--- src/rtl/gpio_pair_pkg.sv ---
package gpio_pair_pkg;

    localparam int NUM_PORTS   = 2;
    localparam int PORT_BITS   = 8;
    localparam int SYNC_DEPTH  = 2;
    localparam int ADDR_BITS   = $clog2(NUM_PORTS) + 1;
    localparam int PIN_TOTAL   = NUM_PORTS * PORT_BITS;

    typedef enum logic {
        REG_DATA = 1'b0,
        REG_DIR  = 1'b1
    } reg_sel_e;

    typedef struct packed {
        logic [ADDR_BITS-2:0] port;
        reg_sel_e             sel;
    } reg_addr_t;

    function automatic reg_addr_t split_addr(input logic [ADDR_BITS-1:0] a);
        reg_addr_t r;
        r.port = a[ADDR_BITS-1:1];
        r.sel  = reg_sel_e'(a[0]);
        return r;
    endfunction

endpackage

--- src/rtl/gpio_in_sync.sv ---
module gpio_in_sync #(
    parameter int W      = gpio_pair_pkg::PORT_BITS,
    parameter int STAGES = gpio_pair_pkg::SYNC_DEPTH
) (
    input  logic         clk,
    input  logic         rst,
    input  logic [W-1:0] d,
    output logic [W-1:0] q
);
    logic [W-1:0] stage_q [STAGES];

    genvar s;
    generate
        for (s = 0; s < STAGES; s++) begin : g_stage
            if (s == 0) begin : g_first
                always_ff @(posedge clk) begin
                    if (rst) stage_q[s] <= '0;
                    else     stage_q[s] <= d;
                end
            end else begin : g_next
                always_ff @(posedge clk) begin
                    if (rst) stage_q[s] <= '0;
                    else     stage_q[s] <= stage_q[s-1];
                end
            end
        end
    endgenerate

    assign q = stage_q[STAGES-1];
endmodule

--- src/rtl/gpio_port_bank.sv ---
module gpio_port_bank #(
    parameter int W      = gpio_pair_pkg::PORT_BITS,
    parameter int STAGES = gpio_pair_pkg::SYNC_DEPTH
) (
    input  logic         clk,
    input  logic         rst,
    input  logic         we_data,
    input  logic         we_dir,
    input  logic [W-1:0] wdata,
    input  logic         rmw,
    input  logic         float_req,
    input  logic         hand_off,
    input  logic         stop,
    input  logic [W-1:0] pin_in,
    output logic [W-1:0] oe,
    output logic [W-1:0] out,
    output logic [W-1:0] rd_val
);
    logic [W-1:0] latch_q;
    logic [W-1:0] dir_q;
    logic [W-1:0] pin_gated;
    logic [W-1:0] pin_sync;

    always_ff @(posedge clk) begin
        if (rst) begin
            latch_q <= '0;
            dir_q   <= '0;
        end else begin
            if (we_data) latch_q <= wdata;
            if (we_dir)  dir_q   <= wdata;
        end
    end

    // stop mode blocks the input path before sampling
    assign pin_gated = stop ? '0 : pin_in;

    gpio_in_sync #(.W(W), .STAGES(STAGES)) sync_i (
        .clk (clk),
        .rst (rst),
        .d   (pin_gated),
        .q   (pin_sync)
    );

    assign oe     = (float_req || hand_off) ? '0 : dir_q;
    assign out    = latch_q;
    assign rd_val = rmw ? latch_q : pin_sync;


    reset_clear_chk: assert property (@(posedge clk)
        rst |=> (latch_q == '0) && (dir_q == '0));


    latch_load_chk: assert property (@(posedge clk) disable iff (rst)
        we_data |=> latch_q == $past(wdata));


    ext_hold_chk: assert property (@(posedge clk) disable iff (rst)
        hand_off |=> $stable(latch_q) && $stable(dir_q));
endmodule

--- src/rtl/gpio_bus_decode.sv ---
module gpio_bus_decode
    import gpio_pair_pkg::*;
#(
    parameter int NP = NUM_PORTS,
    parameter int W  = PORT_BITS,
    parameter int AW = ADDR_BITS
) (
    input  logic [AW-1:0]   addr,
    input  logic            wr,
    input  logic            hand_off,
    input  logic [NP*W-1:0] bank_rd,
    output logic [NP-1:0]   we_data,
    output logic [NP-1:0]   we_dir,
    output logic [W-1:0]    rdata
);
    localparam int PIW = AW - 1;

    reg_addr_t ra;
    assign ra = split_addr(addr);

    genvar p;
    generate
        for (p = 0; p < NP; p++) begin : g_we
            assign we_data[p] = wr && !hand_off && (ra.port == PIW'(p)) && (ra.sel == REG_DATA);
            assign we_dir[p]  = wr && !hand_off && (ra.port == PIW'(p)) && (ra.sel == REG_DIR);
        end
    endgenerate

    always_comb begin
        rdata = '0;
        if (!hand_off && ra.sel == REG_DATA) begin
            for (int i = 0; i < NP; i++) begin
                if (ra.port == PIW'(i)) rdata = bank_rd[i*W +: W];
            end
        end
    end
endmodule

--- src/rtl/gpio_pair.sv ---
module gpio_pair
    import gpio_pair_pkg::*;
(
    input  logic                 clk,
    input  logic                 rst,
    input  logic [ADDR_BITS-1:0] bus_addr,
    input  logic [PORT_BITS-1:0] bus_wdata,
    input  logic                 bus_wr,
    input  logic                 bus_rmw,
    output logic [PORT_BITS-1:0] bus_rdata,
    input  logic                 stop_mode,
    input  logic                 pin_float,
    input  logic                 ext_bus_mode,
    input  logic [PIN_TOTAL-1:0] pin_in,
    output logic [PIN_TOTAL-1:0] pin_oe,
    output logic [PIN_TOTAL-1:0] pin_out
);
    logic                 float_req;
    logic [NUM_PORTS-1:0] we_data;
    logic [NUM_PORTS-1:0] we_dir;
    logic [PIN_TOTAL-1:0] bank_rd;

    assign float_req = stop_mode && pin_float;

    gpio_bus_decode #(.NP(NUM_PORTS), .W(PORT_BITS), .AW(ADDR_BITS)) dec_i (
        .addr     (bus_addr),
        .wr       (bus_wr),
        .hand_off (ext_bus_mode),
        .bank_rd  (bank_rd),
        .we_data  (we_data),
        .we_dir   (we_dir),
        .rdata    (bus_rdata)
    );

    genvar p;
    generate
        for (p = 0; p < NUM_PORTS; p++) begin : g_port
            gpio_port_bank #(.W(PORT_BITS), .STAGES(SYNC_DEPTH)) bank_i (
                .clk       (clk),
                .rst       (rst),
                .we_data   (we_data[p]),
                .we_dir    (we_dir[p]),
                .wdata     (bus_wdata),
                .rmw       (bus_rmw),
                .float_req (float_req),
                .hand_off  (ext_bus_mode),
                .stop      (stop_mode),
                .pin_in    (pin_in[p*PORT_BITS +: PORT_BITS]),
                .oe        (pin_oe[p*PORT_BITS +: PORT_BITS]),
                .out       (pin_out[p*PORT_BITS +: PORT_BITS]),
                .rd_val    (bank_rd[p*PORT_BITS +: PORT_BITS])
            );
        end
    endgenerate


    stop_float_chk: assert property (@(posedge clk) disable iff (rst)
        (stop_mode && pin_float) |-> pin_oe == '0);


    dir_read_zero_chk: assert property (@(posedge clk) disable iff (rst)
        bus_addr[0] |-> bus_rdata == '0);
endmodule

--- config.mk ---
export PLATFORM = sky130hd
export DESIGN_NAME = gpio_pair
export DESIGN_NICKNAME = d
export VERILOG_FILES = /design/src/rtl/gpio_pair_pkg.sv /design/src/rtl/gpio_in_sync.sv /design/src/rtl/gpio_port_bank.sv /design/src/rtl/gpio_bus_decode.sv /design/src/rtl/gpio_pair.sv
export SDC_FILE = /design/constraint.sdc
export NUM_CORES = 1
export LEC_CHECK = 0
export BUFFER_PORTS_ARGS = -buffer_cell sky130_fd_sc_hd__buf_2
export CAP_MARGIN = 40
export CORE_MARGIN = 8
export CORE_UTILIZATION = 35
export CTS_CLUSTER_SIZE = 12
export DETAILED_ROUTE_END_ITERATION = 7
export PLACE_DENSITY = 0.67
export SLEW_MARGIN = 40
export SYNTH_ARGS = -nofsm -noshare
export SYNTH_HDL_FRONTEND = slang
export SYNTH_SLANG_ARGS = --single-unit
export TNS_END_PERCENT = 1
--- constraint.sdc ---
create_clock -name clk -period 1.6 [get_ports clk]
set_clock_uncertainty 0.15 [all_clocks]
set_input_delay 0.32 -clock clk [delete_from_list [all_inputs] [get_ports clk]]
set_output_delay 0.32 -clock clk [all_outputs]
set_load 0.03 [all_outputs]
==> run_results.csv <==
group,metric,value,unit
logic_synthesis,ys.warnings.count,0,
placement,gp_congestion,0.716,
die,die_area,10200,µm²
grt,global_route_wire_length_before_repair,9670,µm
clocking,cts_tree,"done",
worst_setup_path,timing.setup.critical_path_class,"input pin to output pin",
cells_and_area,nNetsFinal,352,
route,routed_wire_length_per_instance,14.3,µm
cells_and_area,antenna_cells_inserted,0,
timing,rsz0062_at_grt,"true",
logic_synthesis,synth.top_cells.by_area,"dfxtp_1, mux2i_1, nand2b_1",
status,failed_checks,"setup timing",
power_and_ir_drop,vdd_ir_drop_max,701,µV
placement,post-dp-hpwl,4570,µm
route,routed-wl-met3,417,µm
die,number_of_cell_rows,31,
logic_synthesis,synth_area_leader_cell,"dfxtp_1",
die,die_w,101,µm
hold_path,hp-class,"input pin to register",
timing,max-slew-margin-rel,68.5,%
clocking,number_of_hold_buffers_added_after_cts,0,
logic_synthesis,ys_ff_latch,64,
route,drt_drc_violations_left,0,
clocking,tritoncts.num_buffers,9,
run,cap_violations,0,
placement,pre_cts_slack,-282,ps
die,placeableCoreArea,7100,µm²
route,drt_wl_total,6060,µm
grt,grt_start_max_net_pins,34,
route,via_count,1832,
cells_and_area,syn2layout_area_growth,44.6,%
route,antenna_left,0,
logic_synthesis,post_synthesis_instance_area,2520,µm²
route,drt_iter0_markers,35,
route,topRoutingLayerUsed,"met4",
clocking,htree_num_levels,3,
timing,final_period_minus_worst_setup_slack,1770,ps
die,design.portCount,73,
timing,finalHoldViolations,0,
die,floorplan.initialDensity,35.4,%
status,result_of_the_run,"finished with violations",
worst_setup_path,timing.critical_path.fanout_max,8,
timing,fmaxAchievable,0.565,GHz
timing,setup_violation_total_in_the_final_timing_report,8,
clocking,tritoncts_num_sinks,64,
timing,tightest_slew,472,ps
grt,vias_in_the_first_global_route,1899,
die,chipHeight,101,µm
logic_synthesis,syn_avg_cell_area,10.8,µm²
route,detailedRoute.firstPassIterationCount,4,
worst_setup_path,critical_path_required,1130,ps
timing,final_critical_path_setup_slack,-169,ps
grt,antenna_found_initial,0,
route,met1_length,2820,µm
logic_synthesis,number_of_instances_in_the_synthesized_netlist,233,
grt,grt_overflow,0,
worst_setup_path,crit_path_start_kind,"input pin",
route,met2_wirelength,2740,µm
worst_setup_path,critPathArrivalTime,1300,ps
power_and_ir_drop,power.density_cell_area,1000,nW/µm²
grt,globalRouteTotalUtil,12.5,%
clocking,clk-insertion-delay-late,330,ps
timing,fin_worst_hold_slack,27.1,ps
logic_synthesis,synth_seq_area_share,50.9,%
logic_synthesis,netlist-cell-type-count,18,
cells_and_area,final_layout_size_suffix_gt1_share,38.9,%
timing,setup_tns,-1280,ps
power_and_ir_drop,power.leakage,0.00163,µW
logic_synthesis,post-synth-top-area-fraction,50.9,%
clocking,root_buffer,"clkbuf_8",
clocking,clk_pin_slew,70,ps
clocking,clk_path_buf_depth,2,
clocking,cts_setup_buffers,0,
timing,final.period_utilization,111,%
worst_setup_path,crit_path_end_kind,"output pin",
placement,io_buffers,72,
logic_synthesis,synthesis.nets,266,
route,drt-vias-per-instance,4.33,
timing,final-max-slew-violation-count,0,
timing repair:
item / in CTS / in global routing
resized for setup: 20 / 41
setup endpoints to repair: 8 / 24
pin swaps: 1 / 0
hold endpoints to repair: 0 / 0
per-layer routing:
metal / vias to the layer above / track usage (%)
li1: 943 / -
met1: 827 / 15.3
met2: 56 / 19.0
met3: 6 / 4.49
met4: 0 / 6.28
met5: - / 0
cells in the mapped netlist:
master     number
and2_1         32
and4b_1         1
nor2_1          1
nand4bb_1       2
nor4bb_1        1
nand2b_1       40
nand4b_1        1
mux2i_1        48
or4b_1          1
a21oi_1         1
clkbuf_1       10
o22ai_1         8
or3_1           1
nor2b_1        16
buf_2           4
buf_6           1
dfxtp_1        64
or3b_1          1
report_power, final:
part           internal (µW)  switching, µW  total (µW)
clock network           1040            625        1660
logic                    156            163         319
registers               1640           18.7        1660
total                   2830            806        3640
final timing paths:
| kind | cells after the start | end | from | slack, ps |
|---|---|---|---|---|
| worst max-delay path | 5 | bus_rdata[2] | bus_addr[0] | -170 |
| worst min-delay path | 2 | g_port[1].bank_i.sync_i.stage_q[0][5]$_SDFF_PP0_ | pin_in[13] | 30 |
| worst max register to register | 3 | g_port[1].bank_i.out[3]$_SDFFE_PP0P_ | g_port[1].bank_i.out[3]$_SDFFE_PP0P_ | 770 |
| worst min register to register | 1 | g_port[1].bank_i.sync_i.stage_q[1][3]$_SDFF_PP0_ | g_port[1].bank_i.sync_i.stage_q[0][3]$_SDFF_PP0_ | 280 |
area by class of cell:
| cell class | instances | area, µm² |
|---|---|---|
| Sequential cell | 64 | 1280 |
| Tap cell | 99 | 124 |
| Clock buffer | 9 | 124 |
| Multi-Input combinational cell | 154 | 1320 |
| Clock inverter | 7 | 119 |
| Timing Repair Buffer | 90 | 669 |
| Fill cell | 642 | 3460 |
critical path, stage by stage:
cell and delay, ps:
buf_8 100, or3b_4 390, buf_12 170, o22ai_4 160, buf_6 150
placed cells by master (no fill, tap or decap):
cell        count
and2_1         32
a21oi_1         1
nand2b_1       40
mux2i_1        39
clkinvlp_4      2
buf_6          17
nand4b_1        1
clkinv_2        1
buf_2          46
nor4bb_1        1
buf_12          3
dfxtp_1        64
nand4bb_1       2
inv_6           1
o22ai_4         8
and4b_1         1
clkbuf_8        9
buf_4          23
or4b_1          1
mux2i_2         9
bufinv_16       3
nor2b_1        16
buf_8           1
or3_4           1
nor2_2          1
or3b_4          1
stage by stage:
stage	power, µW	instances	utilization [%]	cell area (µm²)
after global routing	3790	423	51.2	3640
after floorplan	1880	233	-	2690
after CTS	3680	423	50.2	3560
after global placement	1990	407	45.8	3250
final	3640	423	51.2	3640
after detailed placement	2000	407	45.8	3250
cells by family after synthesis:
family	synth area share [%]
AOI/OAI and AO/OA	2.19
buffers and inverters	2.74
and+or+nand+nor	25.1
DFF	50.9
muxes	19.1
state kept, by name (all words and copies together), names as in the netlist:
signal and flops:
g_port.bank_i.dir_q 16, g_port.bank_i.out 16, g_port.bank_i.sync_i.stage_q 32
Power figures use the tool's default switching activity.
